[src/rtl/stepdiv_pkg.sv]
package stepdiv_pkg;

    localparam int unsigned DW = 64;

    typedef enum logic [1:0] {
        OP_START = 2'b00,
        OP_STEP  = 2'b01,
        OP_RDQ   = 2'b10,
        OP_RDR   = 2'b11
    } op_e;

    typedef enum logic {
        ST_IDLE,
        ST_SHIFT
    } state_e;

    typedef struct packed {
        logic       valid;
        logic       err;
        logic [DW-1:0] data;
    } rsp_t;

endpackage

[src/rtl/stepdiv_msb.sv]
module stepdiv_msb #(
    parameter int N  = 65,
    parameter int IW = $clog2(N)
) (
    input  logic [N-1:0]  vec,
    output logic [IW-1:0] idx
);
    // Priority encoder: highest set bit wins, 0 when the vector is empty.
    always_comb begin
        idx = '0;
        for (int i = 0; i < N; i++) begin
            if (vec[i]) idx = IW'(i);
        end
    end
endmodule

[src/rtl/stepdiv_core.sv]
module stepdiv_core #(
    parameter int W  = 64,
    parameter int RW = W + 1,
    parameter int SW = $clog2(RW)
) (
    input  logic [RW-1:0] rem_i,
    input  logic [W-1:0]  dvs_i,
    input  logic [W-1:0]  quo_i,
    output logic [RW-1:0] rem_o,
    output logic [W-1:0]  quo_o
);
    logic [RW-1:0] dx;
    logic [SW-1:0] rem_top, dvs_top, sh, qsh;
    logic [RW-1:0] aligned, sub_val;
    logic          back;
    logic [W-1:0]  qbit;

    assign dx = {1'b0, dvs_i};

    stepdiv_msb #(.N(RW), .IW(SW)) u_msb_rem (.vec(rem_i), .idx(rem_top));
    stepdiv_msb #(.N(RW), .IW(SW)) u_msb_dvs (.vec(dx),    .idx(dvs_top));

    always_comb begin
        sh      = rem_top - dvs_top;
        aligned = dx << sh;
        back    = (aligned > rem_i);
        sub_val = back ? (aligned >> 1) : aligned;
        qsh     = back ? (sh - SW'(1)) : sh;
        qbit    = W'(1) << qsh;
        rem_o   = rem_i;
        quo_o   = quo_i;
        if ((dx != '0) && (dx <= rem_i)) begin
            quo_o = quo_i + qbit;
            rem_o = rem_i - sub_val;
        end
    end
endmodule

[src/rtl/stepdiv_unit.sv]
module stepdiv_unit
    import stepdiv_pkg::*;
#(
    parameter int W  = stepdiv_pkg::DW,
    parameter int CW = $clog2(W) + 1
) (
    input  logic         clk,
    input  logic         rst,
    input  logic         cmd_valid,
    output logic         cmd_ready,
    input  logic [1:0]   cmd_op,
    input  logic [W-1:0] cmd_a,
    input  logic [W-1:0] cmd_b,
    output logic         busy,
    output logic         rsp_valid,
    output logic [W-1:0] rsp_data,
    output logic         rsp_err,
    output logic         zero_flag
);
    localparam int RW = W + 1;
    localparam int IW = $clog2(W);

    state_e        st_q;
    logic [W-1:0]  quo_q, dvs_q, low_q;
    logic [RW-1:0] rem_q;
    logic [CW-1:0] cnt_q;
    logic          rv_q, re_q, zf_q;
    logic [W-1:0]  rd_q;

    logic          fire, shift_go;
    op_e           op;
    logic [CW-1:0] cnt_in;
    logic [RW-1:0] core_rem_i, core_rem_o;
    logic [W-1:0]  core_dvs_i, core_quo_i, core_quo_o;

    assign cmd_ready = (st_q == ST_IDLE);
    assign busy      = (st_q == ST_SHIFT);
    assign fire      = cmd_valid && cmd_ready;
    assign op        = op_e'(cmd_op);
    assign cnt_in    = (cmd_b > W'(W)) ? CW'(W) : cmd_b[CW-1:0];
    assign shift_go  = (cnt_q != '0) && (rem_q < {1'b0, dvs_q});

    // Idle: core works on the start operands; shifting: on the registers.
    always_comb begin
        if (st_q == ST_IDLE) begin
            core_rem_i = {1'b0, cmd_a};
            core_quo_i = '0;
            core_dvs_i = cmd_b;
        end else begin
            core_rem_i = rem_q;
            core_quo_i = quo_q;
            core_dvs_i = dvs_q;
        end
    end

    stepdiv_core #(.W(W)) u_core (
        .rem_i (core_rem_i),
        .dvs_i (core_dvs_i),
        .quo_i (core_quo_i),
        .rem_o (core_rem_o),
        .quo_o (core_quo_o)
    );

    always_ff @(posedge clk) begin
        if (rst) begin
            st_q  <= ST_IDLE;
            quo_q <= '0;
            dvs_q <= '0;
            low_q <= '0;
            rem_q <= '0;
            cnt_q <= '0;
            rv_q  <= 1'b0;
            re_q  <= 1'b0;
            zf_q  <= 1'b0;
            rd_q  <= '0;
        end else begin
            rv_q <= 1'b0;
            re_q <= 1'b0;
            case (st_q)
                ST_IDLE: begin
                    if (fire) begin
                        case (op)
                            OP_START: begin
                                rv_q <= 1'b1;
                                rd_q <= '0;
                                if (cmd_b == '0) begin
                                    re_q <= 1'b1;
                                end else begin
                                    dvs_q <= cmd_b;
                                    rem_q <= core_rem_o;
                                    quo_q <= core_quo_o;
                                end
                            end
                            OP_STEP: begin
                                if (cnt_in == '0) begin
                                    rv_q <= 1'b1;
                                    rd_q <= '0;
                                    zf_q <= 1'b1;
                                end else if (dvs_q == '0) begin
                                    rv_q <= 1'b1;
                                    re_q <= 1'b1;
                                    rd_q <= '0;
                                end else begin
                                    low_q <= cmd_a;
                                    cnt_q <= cnt_in;
                                    st_q  <= ST_SHIFT;
                                end
                            end
                            OP_RDQ: begin
                                rv_q <= 1'b1;
                                rd_q <= quo_q;
                            end
                            default: begin
                                rv_q <= 1'b1;
                                rd_q <= rem_q[W-1:0];
                            end
                        endcase
                    end
                end
                default: begin
                    if (shift_go) begin
                        rem_q <= {rem_q[RW-2:0], low_q[IW'(cnt_q - CW'(1))]};
                        quo_q <= quo_q << 1;
                        cnt_q <= cnt_q - CW'(1);
                    end else begin
                        rem_q <= core_rem_o;
                        quo_q <= core_quo_o;
                        rv_q  <= 1'b1;
                        rd_q  <= W'(cnt_q);
                        zf_q  <= (cnt_q == '0);
                        st_q  <= ST_IDLE;
                    end
                end
            endcase
        end
    end

    assign rsp_valid = rv_q;
    assign rsp_err   = re_q;
    assign rsp_data  = rd_q;
    assign zero_flag = zf_q;
endmodule

[config.mk]
export PLATFORM = sky130hd
export DESIGN_NAME = stepdiv_unit
export DESIGN_NICKNAME = d
export VERILOG_FILES = /design/src/rtl/stepdiv_pkg.sv /design/src/rtl/stepdiv_msb.sv /design/src/rtl/stepdiv_core.sv /design/src/rtl/stepdiv_unit.sv
export SDC_FILE = /design/constraint.sdc
export NUM_CORES = 2
export LEC_CHECK = 0
export BUFFER_PORTS_ARGS = -buffer_cell sky130_fd_sc_hd__buf_2
export CORE_ASPECT_RATIO = 2
export CORE_UTILIZATION = 36
export DETAILED_ROUTE_END_ITERATION = 16
export PLACE_DENSITY_LB_ADDON = 0.3
export SLEW_MARGIN = 15
export SYNTH_ARGS = -nofsm -noshare
export SYNTH_HDL_FRONTEND = slang
export SYNTH_SLANG_ARGS = --single-unit
[constraint.sdc]
create_clock -name clk -period 18.6 [get_ports clk]
set_input_delay 3.72 -clock clk [delete_from_list [all_inputs] [get_ports clk]]
set_output_delay 3.72 -clock clk [all_outputs]
set_load 0.05 [all_outputs]
# ---- Word level (Yosys, flattened, before mapping)
# Cells that the tools add are included.
dict set report op_classes {
  n_shift 2
  eq_ne 8
  order_cmp 5
  muxes 179
  bitwise 5
  n_reduce_logical 21
  add_sub_neg 5
}
# operator n
set ops {}
lappend ops {{$mux W7} 133}
lappend ops {{$mux W64} 13}
lappend ops {{$mux W65} 8}
lappend ops {{$pmux W64 S3} 1}
lappend ops {{$logic_not A64 Y1} 2}
lappend ops {{$gt A65 B65 Y1} 1}
lappend ops {{$le A64 B65 Y1} 1}
lappend ops {{$lt A65 B64 Y1} 1}
lappend ops {{$reduce_bool A65 Y1} 1}
lappend ops {{$shl A64 B7 Y65} 1}
lappend ops {{$sub A65 B65 Y65} 1}
lappend ops {{$add A64 B64 Y64} 1}
lappend ops {{$gt A64 B7 Y1 const B} 1}
lappend ops {{$shl A1 B7 Y64 const A} 1}
lappend ops {{$mux W1} 22}
lappend ops {{$logic_not A7 Y1} 2}
lappend ops {{$sub A7 B1 Y7 const B} 2}
lappend ops {{$reduce_and A5 Y1} 2}
lappend ops {{$ne A2 B2 Y1 const B} 4}
lappend ops {{$reduce_and A4 Y1} 2}
lappend ops {{$reduce_bool A2 Y1} 4}
lappend ops {{$lt A6 B7 Y1 const B} 1}
lappend ops {{$reduce_bool A7 Y1} 1}
lappend ops {{$sub A7 B7 Y7} 1}
lappend ops {{11 further kinds} 18}
dict set report word_totals {
  output_inout_bits 69
  inputBits 133
  ff_bits 332
  word_cells 235
}

# ---- Logic depth before layout (Yosys ltp)
dict set report logic_depth {
  word_depth 76
  depth_mapped 62
  depth_no_buf 51
}

# ---- Modules after synthesis
# A second synthesis with hierarchy kept.
dict set report unflattened {
  cells_unflattened 4905
  area_unflattened_um2 36023.3
}
# module seq_area_each_um2 area_per_inst_um2 instances cells_per_inst
set modules_own_cells {}
lappend modules_own_cells {stepdiv_unit 6646.4 17392.9 1 2095}
lappend modules_own_cells {stepdiv_core 0.0 17001.3 1 2526}
lappend modules_own_cells {stepdiv_msb 0.0 814.5 2 142}

# ---- Worst setup path before layout
# No wires, ideal clock.
dict set report synth_timing {
  kind {input port to flip-flop}
  startpoint {input cmd_b[3]}
  endpoint {register rem_q[62]}
  n_path_buf 3
  slack_ns 3.952
  path_stages 43
  setup_ns 0.086
  arrival_ns 14.562
  required_time_ns 18.514
  path_cell_list {mux2_2 > o22ai_1 > a31oi_1 > o22ai_1 > a2bb2oi_1 > o22ai_1 > a2bb2oi_1 > o32a_1 > o2bb2ai_1 > a211oi_1 > o31a_1 > o32a_1 > fa_1 > buf_1 > mux4_2 > mux4_2 > mux4_2 > mux2i_1 > (+7 left out) > mux2_2 > nand2_1 > buf_1 > clkbuf_1 > mux2i_1 > ha_1 > a21o_1 > a2111oi_1 > o21ai_0 > a221o_1 > a211o_1 > o211a_1 > a21oi_1 > o21ai_1 > a2111oi_0 > a41o_1 > o41ai_1 > a211oi_1}
}
dict set report synth_via {
  elab_chain_cells 72
  word_cells_on_any_way 79
  classes_between {add/sub (2); order compare (2); eq/ne (1); shift (1); mux (69); reduce/logical (4)}
}
# item line_no
set synth_lines {}
lappend synth_lines {{from (decl)} stepdiv_unit.sv:13} ;# input logic [W-1:0] cmd_b,
lappend synth_lines {{$mux W64} stepdiv_unit.sv:45} ;# if (st_q == ST_IDLE) begin
lappend synth_lines {{$mux W7 (61 in series)} stepdiv_msb.sv:12} ;# if (vec[i]) idx = IW'(i);
lappend synth_lines {{$sub A7 B7 Y7} stepdiv_core.sv:24} ;# sh = rem_top - dvs_top;
lappend synth_lines {{$shl A64 B7 Y65} stepdiv_core.sv:25} ;# aligned = dx << sh;
lappend synth_lines {{$gt A65 B65 Y1} stepdiv_core.sv:26} ;# back = (aligned > rem_i);
lappend synth_lines {{$mux W65} stepdiv_core.sv:27} ;# sub_val = back ? (aligned >> 1) : aligned;
lappend synth_lines {{$sub A65 B65 Y65} stepdiv_core.sv:34} ;# rem_o = rem_i - sub_val;
lappend synth_lines {{$mux W65} stepdiv_core.sv:32} ;# if ((dx != '0) && (dx <= rem_i)) begin
lappend synth_lines {{$mux W65} stepdiv_unit.sv:86} ;# if (cmd_b == '0) begin
lappend synth_lines {{$mux W65} stepdiv_unit.sv:82} ;# case (op)
lappend synth_lines {{$mux W65} stepdiv_unit.sv:81} ;# if (fire) begin
lappend synth_lines {{$mux W65} stepdiv_unit.sv:79} ;# case (st_q)
lappend synth_lines {{to (signal assigned)} stepdiv_unit.sv:90} ;# rem_q <= core_rem_o;
lappend synth_lines {{to (signal assigned)} stepdiv_unit.sv:122} ;# rem_q <= {rem_q[RW-2:0], low_q[IW'(cnt_q - CW'(1))]};
lappend synth_lines {{to (signal assigned)} stepdiv_unit.sv:126} ;# rem_q <= core_rem_o;
lappend synth_lines {{to (decl)} stepdiv_unit.sv:25} ;# logic [RW-1:0] rem_q;
# Parallel ways exist; a longest one is shown, timed or not. The select of a mux whose other input is x is not followed.
# A chain may end at the register's enable or synchronous reset.

# ---- Worst setup path in the final report
dict set report layout_timing {
  startpoint {input cmd_a[9]}
  endpoint {register quo_q[45]}
}
dict set report layout_via {
  elab_chain_cells 68
  word_cells_on_any_way 72
  classes_between {add/sub (3); order compare (2); shift (2); mux (64); reduce/logical (1)}
}
# item line_no
set layout_lines {}
lappend layout_lines {{from (decl)} stepdiv_unit.sv:12} ;# input logic [W-1:0] cmd_a,
lappend layout_lines {{$mux W65 *} stepdiv_unit.sv:45}
lappend layout_lines {{$mux W7 (56 in series)} stepdiv_msb.sv:12}
lappend layout_lines {{$sub A7 B7 Y7} stepdiv_core.sv:24}
lappend layout_lines {{$shl A64 B7 Y65} stepdiv_core.sv:25}
lappend layout_lines {{$gt A65 B65 Y1} stepdiv_core.sv:26}
lappend layout_lines {{$mux W7} stepdiv_core.sv:28} ;# qsh = back ? (sh - SW'(1)) : sh;
lappend layout_lines {{$shl A1 B7 Y64} stepdiv_core.sv:29} ;# qbit = W'(1) << qsh;
lappend layout_lines {{$add A64 B64 Y64} stepdiv_core.sv:33} ;# quo_o = quo_i + qbit;
lappend layout_lines {{$mux W64 *} stepdiv_core.sv:32}
lappend layout_lines {{$mux W64} stepdiv_unit.sv:86}
lappend layout_lines {{$mux W64} stepdiv_unit.sv:82}
lappend layout_lines {{$mux W64} stepdiv_unit.sv:81}
lappend layout_lines {{$mux W64 *} stepdiv_unit.sv:79}
lappend layout_lines {{to (signal assigned)} stepdiv_unit.sv:91} ;# quo_q <= core_quo_o;
lappend layout_lines {{to (signal assigned)} stepdiv_unit.sv:123} ;# quo_q <= quo_q << 1;
lappend layout_lines {{to (signal assigned)} stepdiv_unit.sv:127} ;# quo_q <= core_quo_o;
lappend layout_lines {{to (decl)} stepdiv_unit.sv:24} ;# logic [W-1:0] quo_q, dvs_q, low_q;
# Every way passes the cells marked *; elsewhere a longest branch is shown, timed or not. The select of a mux whose other input is x is not followed.

==> impl_metrics.ini <==
[outcome]
status = completed

[route]
drt-total-wl_um = 204300
post_drt_wl_per_cell_um = 32.14
drc = 0
drt_iter0_markers = 3993
dr.pass1.iters = 6
routed-via-count = 40790
ant_nets = 0
viasPerCell = 6.417

[synthesis]
syn-num-nets = 5353
ys_ff_latch = 332
synth_top_family_by_area = compound AO/OA/AOI/OAI gates
ys_seq_area_frac = 0.1848
synth-compound-area-share = 0.2559
synth_area_leaders = dfxtp_1 (18%), ha_1 (11%), mux2i_1 (8.7%)
yosys.area_share.simple = 0.2122
synth-adder-area-share = 0.1158
postSynthCellCount = 4889
yosysWarnings = 0
yosysUniqueCellTypes = 91
mappedNetlistArea_um2 = 35970
synth_top_area_share = 0.1848
synthArstFlopShare = 0
syn_area_per_cell_um2 = 7.357
yosys.area_share.xor_xnor = 0.02849
muxShareOfSynthArea = 0.1474
ys.flop_type = dfxtp_1
synth_edf_count = 0
synth_top_cell_by_area = dfxtp_1

[sta]
skew_ns = 0.02631
min_period_ns = 17.96
setup_violations = 0
rsz0062_at_grt = false
worst_pin_slew_ns = 1.327
final.setup.tns_ns = 0
fmax_mhz = 55.67
setup_slack_ns = 0.6363
drv_slew = 0
worst_hold_slack_ns = 0.4854
final_hold_viol_count = 0
finalCritPeriodShare = 0.9658
relSlewSlack = 0.09010

[place]
dp_hpwl_um = 159500
dp.cells = 6282
port_buffers = 201
preCtsSetupSlack_ns = 0.6382
place_congestion = 1.074
placed_area_um2 = 38890

[pwr]
seqPwrFrac = 0.146
p_leak_nw = 17.36
p_clk_frac = 0.127
powerDensity_nw_per_um2 = 161.4
p_comb_frac = 0.728
power.internal_mw = 2.869
swShare = 0.5580
netSwitchingPower_mw = 3.623
peakVddDrop_mv = 0.1394
power_mw = 6.492

[worst_setup_path]
cp_slowest_stage_delay_ns = 1.23
path_delay_family = compound AO/OA/AOI/OAI gates
cp_slowest_cell = fa_4
start_kind = primary input
cpMostUsedCell = o21ai_0
cp_max_fo = 45
path_buf_inv = 4
criticalPathCategory = in -> reg
required_ns = 19.07
reg2reg_depth = 45
path_depth = 49
crit_arrival_ns = 18.44
end_kind = flop

[final_layout]
final_cells = 6356
fin_area_um2 = 40210
fin_util = 0.4066
final_common_cell = nor2_1
synthToLayoutAreaGrowth_pct = 11.81
final_layout_size_suffix_gt1_frac = 0.1264
multiInputGateArea_um2 = 27530
fin_nets = 5466
mostFrequentLayoutCells = nor2_1 (642), nand2_1 (535), a21oi_1 (467), dfxtp_1 (331), ha_1 (327)
fillerInstances = 10480
regArea_um2 = 6650

[global_routing]
grt_max_degree = 171
grt_pass1_vias = 40320
gr-total-overflow = 0
grt_pass1_wl_um = 289000
grt_usage = 0.3971
antenna_found_initial = 10

[die]
dieArea_um2 = 101300
die_h_um = 449.0
ioPinCount = 202
coreArea_um2 = 98910
row_count = 163
die_x_um = 225.5
start_util = 0.3636

[hold_path]
whs_path_depth = 2
holdCritPathClass = reg -> reg

[clocking]
htreeDepth = 2
cts_inserted_buffers = 36
cts_tree = yes
ctsResizeCount = 0
cts_setup_buffers = 0
cts_max_path_buffers = 3
insertion_delay_ns = 0.62
cts-root-buf = clkbuf_16
ctsHoldBuffers = 0
clock_sinks = 332
cts.clk_slew.worst_paths_ns = 0.07

[flow_run]
drv_cap = 0
==> flip-flops by register name, summed over array words and instances (netlist names) <==
name,count
quo_q,64
rsp_valid,1
zero_flag,1
rem_q,65
low_q,64
rsp_err,1
busy,1
rsp_data,64
cnt_q,7
dvs_q,64
==> power groups by stage <==
stage	Sequential, mW	Clock (mW)	Combinational, mW
after floorplan	0.871	0	2.97
after CTS	0.931	0.826	4.54
final	0.946	0.822	4.72
after detailed placement	0.947	0	4.51
after global routing	0.941	0.846	4.98
after global placement	0.948	0	4.52
==> final cells by class <==
cell class,count,area share
sequential,332,0.1654
clock buffer,44,0.02439
inverter,223,0.02082
antenna,6,0.0003734
clock inverter,22,0.007125
multi-input combinational,4050,0.6847
timing repair buffer,359,0.05616
tap,1320,0.04107
==> metal layers <==
layer | track usage | share of wire | vias to the layer above
met5 | 0.005376 | 0.00019 | -
met2 | 0.6503 | 0.46 | 2276
li1 | - | - | 18060
met1 | 0.3814 | 0.32 | 19410
met4 | 0.4604 | 0.14 | 6
met3 | 0.09278 | 0.077 | 1039
==> cells by family after synthesis <==
logic type | after synthesis
muxes | 449
xor gates and xnor gates | 117
DFF | 332
AOI/OAI and AO/OA | 1447
buffers and inverters | 507
and+or+nand+nor | 1706
adders and majority gates | 331
==> worst reg2reg max path: cells and delay by family (launching register included) <==
kind                     cells  cell delay [ns]
AO/OA/AOI/OAI               18             6.45
flip-flops                   1             0.75
AND/OR/NAND/NOR             12             3.49
multiplexers                 5             1.56
XOR/XNOR                     2             0.49
adder cells (fa/ha/maj)      4             1.83
buffers and inverters        4             1.63
==> cells in the mapped netlist, types with 19 or more instances <==
cell	count
a31oi_1	31
nand2_1	538
a22oi_1	25
a221oi_1	32
a21o_1	138
mux4_2	56
nor3b_1	24
nand2b_1	24
o21bai_1	35
nor4_1	45
a211oi_1	81
a21oi_1	470
mux2i_1	314
or3_1	32
buf_1	43
clkbuf_1	202
o21ai_0	264
o21ai_1	22
o21a_1	35
nand4_1	64
nor2b_1	19
o22ai_1	47
ha_1	328
nor2_1	648
o211ai_1	72
nand3_1	62
and2_1	73
xnor2_1	74
xor2_1	43
buf_2	28
nor3_1	103
dfxtp_1	332
inv_1	219
mux2_2	76
==> worst paths after layout <==
path	startpoint	to	slack, ns
max	cmd_a[9]	quo_q[45]$_SDFFE_PP0P_	0.64
min	quo_q[20]$_SDFFE_PP0P_	quo_q[20]$_SDFFE_PP0P_	0.49
max reg2reg	busy$_SDFF_PP0_	quo_q[45]$_SDFFE_PP0P_	2.29
min reg2reg	quo_q[20]$_SDFFE_PP0P_	quo_q[20]$_SDFFE_PP0P_	0.49
(Power assumes the default switching activity.)
